$ cat config.mk
export PLATFORM = sky130hd
export DESIGN_NAME = dsadc_seq
export DESIGN_NICKNAME = d
export VERILOG_FILES = /design/src/rtl/dsadc_pkg.sv /design/src/rtl/dsadc_tick.sv /design/src/rtl/dsadc_sync.sv /design/src/rtl/dsadc_bcd.sv /design/src/rtl/dsadc_seq.sv
export SDC_FILE = /design/constraint.sdc
export NUM_CORES = 1
export LEC_CHECK = 0
export BUFFER_PORTS_ARGS = -buffer_cell sky130_fd_sc_hd__buf_4
export CAP_MARGIN = 20
export CORE_AREA = 4 4 84 86
export DETAILED_ROUTE_END_ITERATION = 8
export DIE_AREA = 0 0 88 90
export PLACE_DENSITY = 0.6
export SYNTH_ARGS = -nofsm -noshare
export SYNTH_HDL_FRONTEND = slang
export SYNTH_SLANG_ARGS = --single-unit
$ cat constraint.sdc
create_clock -name clk_i -period 3.6 [get_ports clk_i]
set_clock_uncertainty 0.1 [all_clocks]
set_input_delay 0.72 -clock clk_i [delete_from_list [all_inputs] [get_ports clk_i]]
set_output_delay 0.72 -clock clk_i [all_outputs]
set_load 0.01 [all_outputs]
$ cat src/rtl/dsadc_pkg.sv
package dsadc_pkg;

  typedef enum logic [1:0] {
    PH_ZERO = 2'd0,
    PH_INT  = 2'd1,
    PH_RPOS = 2'd2,
    PH_RNEG = 2'd3
  } phase_e;

  localparam int NUM_PHASES = 4;

  // Binary to packed BCD (up to eight digits), for constants only.
  function automatic logic [31:0] bin2bcd(input int value);
    logic [31:0] res;
    int          rem;
    res = '0;
    rem = value;
    for (int d = 0; d < 8; d++) begin
      res[4*d +: 4] = 4'(rem % 10);
      rem           = rem / 10;
    end
    return res;
  endfunction

endpackage

$ cat src/rtl/dsadc_tick.sv
module dsadc_tick #(
  parameter int DIV = 4
) (
  input  logic clk_i,
  input  logic rst_ni,
  output logic tick_o
);
  localparam int CW = (DIV > 1) ? $clog2(DIV) : 1;
  localparam logic [CW-1:0] LAST = CW'(DIV - 1);

  logic [CW-1:0] cnt_q, cnt_d;

  assign tick_o = (cnt_q == LAST);

  always_comb begin
    if (tick_o) cnt_d = '0;
    else        cnt_d = cnt_q + 1'b1;
  end

  always_ff @(posedge clk_i or negedge rst_ni) begin
    if (!rst_ni) cnt_q <= '0;
    else         cnt_q <= cnt_d;
  end
endmodule

$ cat src/rtl/dsadc_sync.sv
module dsadc_sync #(
  parameter int STAGES = 2
) (
  input  logic clk_i,
  input  logic rst_ni,
  input  logic d_i,
  output logic q_o
);
  logic [STAGES-1:0] chain_q;

  generate
    for (genvar s = 0; s < STAGES; s++) begin : g_stage
      logic src;
      if (s == 0) begin : g_first
        assign src = d_i;
      end else begin : g_next
        assign src = chain_q[s-1];
      end
      always_ff @(posedge clk_i or negedge rst_ni) begin
        if (!rst_ni) chain_q[s] <= 1'b0;
        else         chain_q[s] <= src;
      end
    end
  endgenerate

  assign q_o = chain_q[STAGES-1];
endmodule

$ cat src/rtl/dsadc_bcd.sv
module dsadc_bcd #(
  parameter int DIGITS = 4
) (
  input  logic                  clk_i,
  input  logic                  rst_ni,
  input  logic                  clr_i,
  input  logic                  inc_i,
  output logic [4*DIGITS-1:0]   val_o
);
  logic [DIGITS:0] carry;

  assign carry[0] = inc_i;

  generate
    for (genvar g = 0; g < DIGITS; g++) begin : g_digit
      logic [3:0] dig_q, dig_d;
      logic       at_nine;

      assign at_nine      = (dig_q == 4'd9);
      assign carry[g+1]   = carry[g] & at_nine;
      assign val_o[4*g +: 4] = dig_q;

      always_comb begin
        dig_d = dig_q;
        if (clr_i)         dig_d = 4'd0;
        else if (carry[g]) dig_d = at_nine ? 4'd0 : dig_q + 4'd1;
      end

      always_ff @(posedge clk_i or negedge rst_ni) begin
        if (!rst_ni) dig_q <= 4'd0;
        else         dig_q <= dig_d;
      end
    end
  endgenerate
endmodule

$ cat src/rtl/dsadc_seq.sv
module dsadc_seq
  import dsadc_pkg::*;
#(
  parameter int DIV     = 4,
  parameter int SI_CNT  = 1000,
  parameter int RI_MAX  = 2000,
  parameter int CYC_CNT = 4000,
  parameter int DIGITS  = 4,
  parameter int SYNC    = 2
) (
  input  logic                 clk_i,
  input  logic                 rst_ni,
  input  logic                 cmp_i,
  output logic [3:0]           phase_o,
  output logic                 polarity_o,
  output logic [4*DIGITS-1:0]  reading_o,
  output logic                 over_o
);
  localparam int BCD_W  = 4 * DIGITS;
  localparam int POS_W  = $clog2(CYC_CNT);
  localparam logic [POS_W-1:0] POS_LAST  = POS_W'(CYC_CNT - 1);
  localparam logic [POS_W-1:0] INT_LAST  = POS_W'(SI_CNT - 1);
  localparam logic [POS_W-1:0] ZERO_INIT = POS_W'(SI_CNT + RI_MAX);
  localparam logic [31:0]      TERM_FULL = bin2bcd(RI_MAX - 1);
  localparam logic [BCD_W-1:0] REF_TERM  = TERM_FULL[BCD_W-1:0];

  // Count enable and synchronized comparator
  logic tick, cmp_s;

  dsadc_tick #(.DIV(DIV)) u_tick (
    .clk_i  (clk_i),
    .rst_ni (rst_ni),
    .tick_o (tick)
  );

  dsadc_sync #(.STAGES(SYNC)) u_sync (
    .clk_i  (clk_i),
    .rst_ni (rst_ni),
    .d_i    (cmp_i),
    .q_o    (cmp_s)
  );

  // Result counter
  logic             bcd_clr, bcd_inc;
  logic [BCD_W-1:0] bcd_val;

  dsadc_bcd #(.DIGITS(DIGITS)) u_bcd (
    .clk_i  (clk_i),
    .rst_ni (rst_ni),
    .clr_i  (bcd_clr),
    .inc_i  (bcd_inc),
    .val_o  (bcd_val)
  );

  // Sequencer state
  phase_e           ph_q, ph_d;
  logic [POS_W-1:0] pos_q, pos_d;
  logic             lvl_q, lvl_d;
  logic [3:0]       onehot_q, onehot_d;
  logic             load_out, load_over;

  // Output registers
  logic [BCD_W-1:0] rd_q;
  logic             pol_q, ovr_q;

  always_comb begin
    ph_d      = ph_q;
    pos_d     = pos_q;
    lvl_d     = lvl_q;
    bcd_clr   = 1'b0;
    bcd_inc   = 1'b0;
    load_out  = 1'b0;
    load_over = 1'b0;
    if (tick) begin
      pos_d = (pos_q == POS_LAST) ? '0 : pos_q + 1'b1;
      unique case (ph_q)
        PH_ZERO: begin
          if (pos_q == POS_LAST) ph_d = PH_INT;
        end
        PH_INT: begin
          if (pos_q == INT_LAST) begin
            lvl_d   = cmp_s;
            ph_d    = cmp_s ? PH_RPOS : PH_RNEG;
            bcd_clr = 1'b1;
          end
        end
        default: begin
          if (cmp_s != lvl_q) begin
            load_out = 1'b1;
            ph_d     = PH_ZERO;
          end else if (bcd_val == REF_TERM) begin
            load_out  = 1'b1;
            load_over = 1'b1;
            ph_d      = PH_ZERO;
          end else begin
            bcd_inc = 1'b1;
          end
        end
      endcase
    end
  end

  always_comb begin
    onehot_d = 4'b0000;
    onehot_d[ph_d] = 1'b1;
  end

  always_ff @(posedge clk_i or negedge rst_ni) begin
    if (!rst_ni) begin
      ph_q     <= PH_ZERO;
      pos_q    <= ZERO_INIT;
      lvl_q    <= 1'b0;
      onehot_q <= 4'b0001;
    end else begin
      ph_q     <= ph_d;
      pos_q    <= pos_d;
      lvl_q    <= lvl_d;
      onehot_q <= onehot_d;
    end
  end

  always_ff @(posedge clk_i or negedge rst_ni) begin
    if (!rst_ni) begin
      rd_q  <= '0;
      pol_q <= 1'b0;
      ovr_q <= 1'b0;
    end else if (load_out) begin
      rd_q  <= bcd_val;
      pol_q <= ~lvl_q;
      ovr_q <= load_over;
    end
  end

  assign phase_o    = onehot_q;
  assign reading_o  = rd_q;
  assign polarity_o = pol_q;
  assign over_o     = ovr_q;
endmodule

==> flow_metrics.env <==
export IMPL_path_depth=4
export IMPL_holdWs_ns=0.255
export IMPL_cts_resized=0
export IMPL_grt_max_degree=58
export IMPL_synth_area_mm2=0.00278
export IMPL_worstSetupPathType="flop to flop"
export IMPL_async_reset_ff_frac=1.00
export IMPL_first_iter_violations=107
export IMPL_antennaDiodeCount=0
export IMPL_postCtsSetupRepairBufs=0
export IMPL_dp_hpwl_mm=3.63
export IMPL_dp_cells=342
export IMPL_final_fill_count=594
export IMPL_route_detailed_wl_per_inst_um=15.2
export IMPL_coreArea_mm2=0.00628
export IMPL_clock_latency_ns=0.33
export IMPL_crit_buf_inv=0
export IMPL_worstSetupStartpointType="flop"
export IMPL_maxSlewHeadroom=0.494
export IMPL_gp_congestion=0.775
export IMPL_finalPower_mw=1.16
export IMPL_setup_tns_ns=0
export IMPL_grt_pass1_wl_mm=9.56
export IMPL_grt_usage=0.153
export IMPL_cts_tree="yes"
export IMPL_p_leak_nw=1.42
export IMPL_worst_path_max_fanout=18
export IMPL_drv_slew=0
export IMPL_rrSetupSlack_ns=0.88
export IMPL_ys_ff_latch=57
export IMPL_boundaryPins=25
export IMPL_synth_edf_count=0
export IMPL_end_kind="flop"
export IMPL_final_hold_violation_count=0
export IMPL_fin_nets=287
export IMPL_layout_drive_gt1_share=0.231
export IMPL_reg2reg_depth=4
export IMPL_wirelength_mm=5.45
export IMPL_synth_area_per_cell_um2=11.2
export IMPL_areaGrowthSynthToFinish_pct=14.3
export IMPL_syn_nets=258
export IMPL_yosysWarnings=0
export IMPL_numCtsBuffers=9
export IMPL_final_cells=358
export IMPL_clkSinkCount=57
export IMPL_setup_violations=0
export IMPL_clkTransAtPathRegs_ns=0.06
export IMPL_final_common_cell="dfrtp_1"
export IMPL_vias=1981
export IMPL_die_area_mm2=0.00792
export IMPL_period_minus_slack_ns=2.72
export IMPL_slowest_delay_ns=0.61
export IMPL_timing_final_crit_share=0.755
export IMPL_dp_slack_ns=0.875
export IMPL_rsz0062_at_grt="false"
export IMPL_ys_flop_type="dfrtp_1"
export IMPL_hold_buffers=0
export IMPL_critPathLaunch="u_bcd.g_digit[3].dig_q[2]"
export IMPL_final_cell_area_mm2=0.00317
export IMPL_cts_root_buf="clkbuf_8"
export IMPL_slowest_stage="a21oi_4"
export IMPL_worstPathArrival_ns=2.83
export IMPL_start_util=0.442
export IMPL_endpoint="reading_o[2]"
export IMPL_die_y_um=90
export IMPL_port_buffers=24
export IMPL_synth_seq_area_share=0.517
export IMPL_final_core_util=0.506
export IMPL_required_ns=3.71
export IMPL_layout_common_cells="dfrtp_1 (49), buf_4 (24), nand2_1 (15), o21ai_0 (15), a21oi_1 (13)"
export IMPL_maxCapViolCount=0
export IMPL_cts_path_max_buffers=2
export IMPL_grt_pass1_vias=1975
export IMPL_setup_slack_ns=0.881
export IMPL_crit_reg2reg_launch="u_bcd.g_digit[3].dig_q[2]"
export IMPL_vias_per_cell=5.53
export IMPL_htreeDepth=3
export IMPL_rows=29
export IMPL_cp_cell_sequence="or4b_4 -> or4_4 -> a21oi_4 -> mux2_2"
export IMPL_drt_pass1_iterations=4
export IMPL_worstReg2RegEnd="reading_o[2]"
export IMPL_postRouteAntennaNets=0
export IMPL_place_area_mm2=0.00301
export IMPL_irDropWorstVdd_mv=0.198
export IMPL_syn_inst=247
export IMPL_hp_start="u_sync.g_stage[1].src"
export IMPL_max_freq_mhz=368
export IMPL_tightest_slew_ns=0.753
export IMPL_drcViolationCount=0
export IMPL_multi_input_area_mm2=0.00126
export IMPL_min_path_type="flop to flop"
export IMPL_grt_antenna_before_repair=0
export IMPL_power_density_mw_per_mm2=366
export IMPL_die_x_um=88
export IMPL_gr_total_overflow=0
export IMPL_crit_family="simple AND/OR/NAND/NOR gates"
export IMPL_ys_types=43
export IMPL_area_sequential_mm2=0.00144
export IMPL_status="finished, final reports clean"
==> routing by layer <==
| metal | routed length [um] | global-route usage |
|---|---|---|
| met5 | 0 | 0 |
| met4 | 61 | 0.0537 |
| met3 | 243 | 0.0484 |
| met2 | 2560 | 0.227 |
| met1 | 2580 | 0.209 |
==> worst min-delay path by stage <==
stage / end / slack, ns / cells past startpoint
5_1_grt: u_sync.q_o / 0.27 / 0
3_3_place_gp: u_sync.q_o / 0.24 / 0
6_report: u_sync.q_o / 0.25 / 0
3_5_place_dp: u_sync.q_o / 0.25 / 0
2_1_floorplan: u_sync.q_o / 0.23 / 0
4_1_cts: u_sync.q_o / 0.26 / 0
==> Yosys cell counts (4+ instances only) <==
library cell,n,area share
o31ai_1,5,0.014
a21oi_1,13,0.023
and4_1,5,0.016
nor2_1,12,0.016
nor3b_1,4,0.011
nor4_1,4,0.0090
and3b_1,4,0.013
mux2_4,8,0.043
clkbuf_1,5,0.0068
ha_1,8,0.036
o21ai_0,15,0.027
nand4_1,5,0.011
dfstp_2,8,0.076
mux2i_1,4,0.014
xnor2_1,6,0.019
mux2_2,10,0.041
dfrtp_1,49,0.44
nand2_1,15,0.020
or3_1,6,0.014
or4_1,4,0.011
inv_1,11,0.015
nand3_1,11,0.020
==> power by group <==
group	leakage (nW)	switching, mW	internal, mW
Clock	0.0790	0.233	0.271
Sequential	0.754	0.00105	0.642
Combinational	0.584	0.0136	0.00201
Total	1.42	0.247	0.915
==> cell type report <==
| class | count | share of cell area |
|---|---|---|
| inverters | 11 | 0.0130 |
| multi-input cells | 173 | 0.397 |
| flip-flops and latches | 57 | 0.453 |
| clock buffers | 16 | 0.0505 |
| well taps | 77 | 0.0304 |
| repair buffers | 24 | 0.0568 |
==> state kept, by name, indices dropped and copies added (netlist names) <==
register and count:
u_sync.g_stage.src 1, polarity_o 1, phase_o 4, over_o 1
ph_q 2, u_sync.q_o 1, reading_o 16, u_tick.cnt_q 2
pos_q 12, lvl_q 1, u_bcd.g_digit.dig_q 16
==> cell families (layout without fill, tap and decap cells) <==
group           Yosys count  in the layout  share of synthesized area
simple gates             87             87                      0.186
flops                    57             57                      0.517
compound gates           47             47                      0.105
mux                      22             22                     0.0982
buf+inv                  17             51                     0.0288
xor+xnor                  9              9                     0.0284
fa+ha+maj                 8              8                     0.0361
Note: power is estimated with default switching activity, not from simulation.
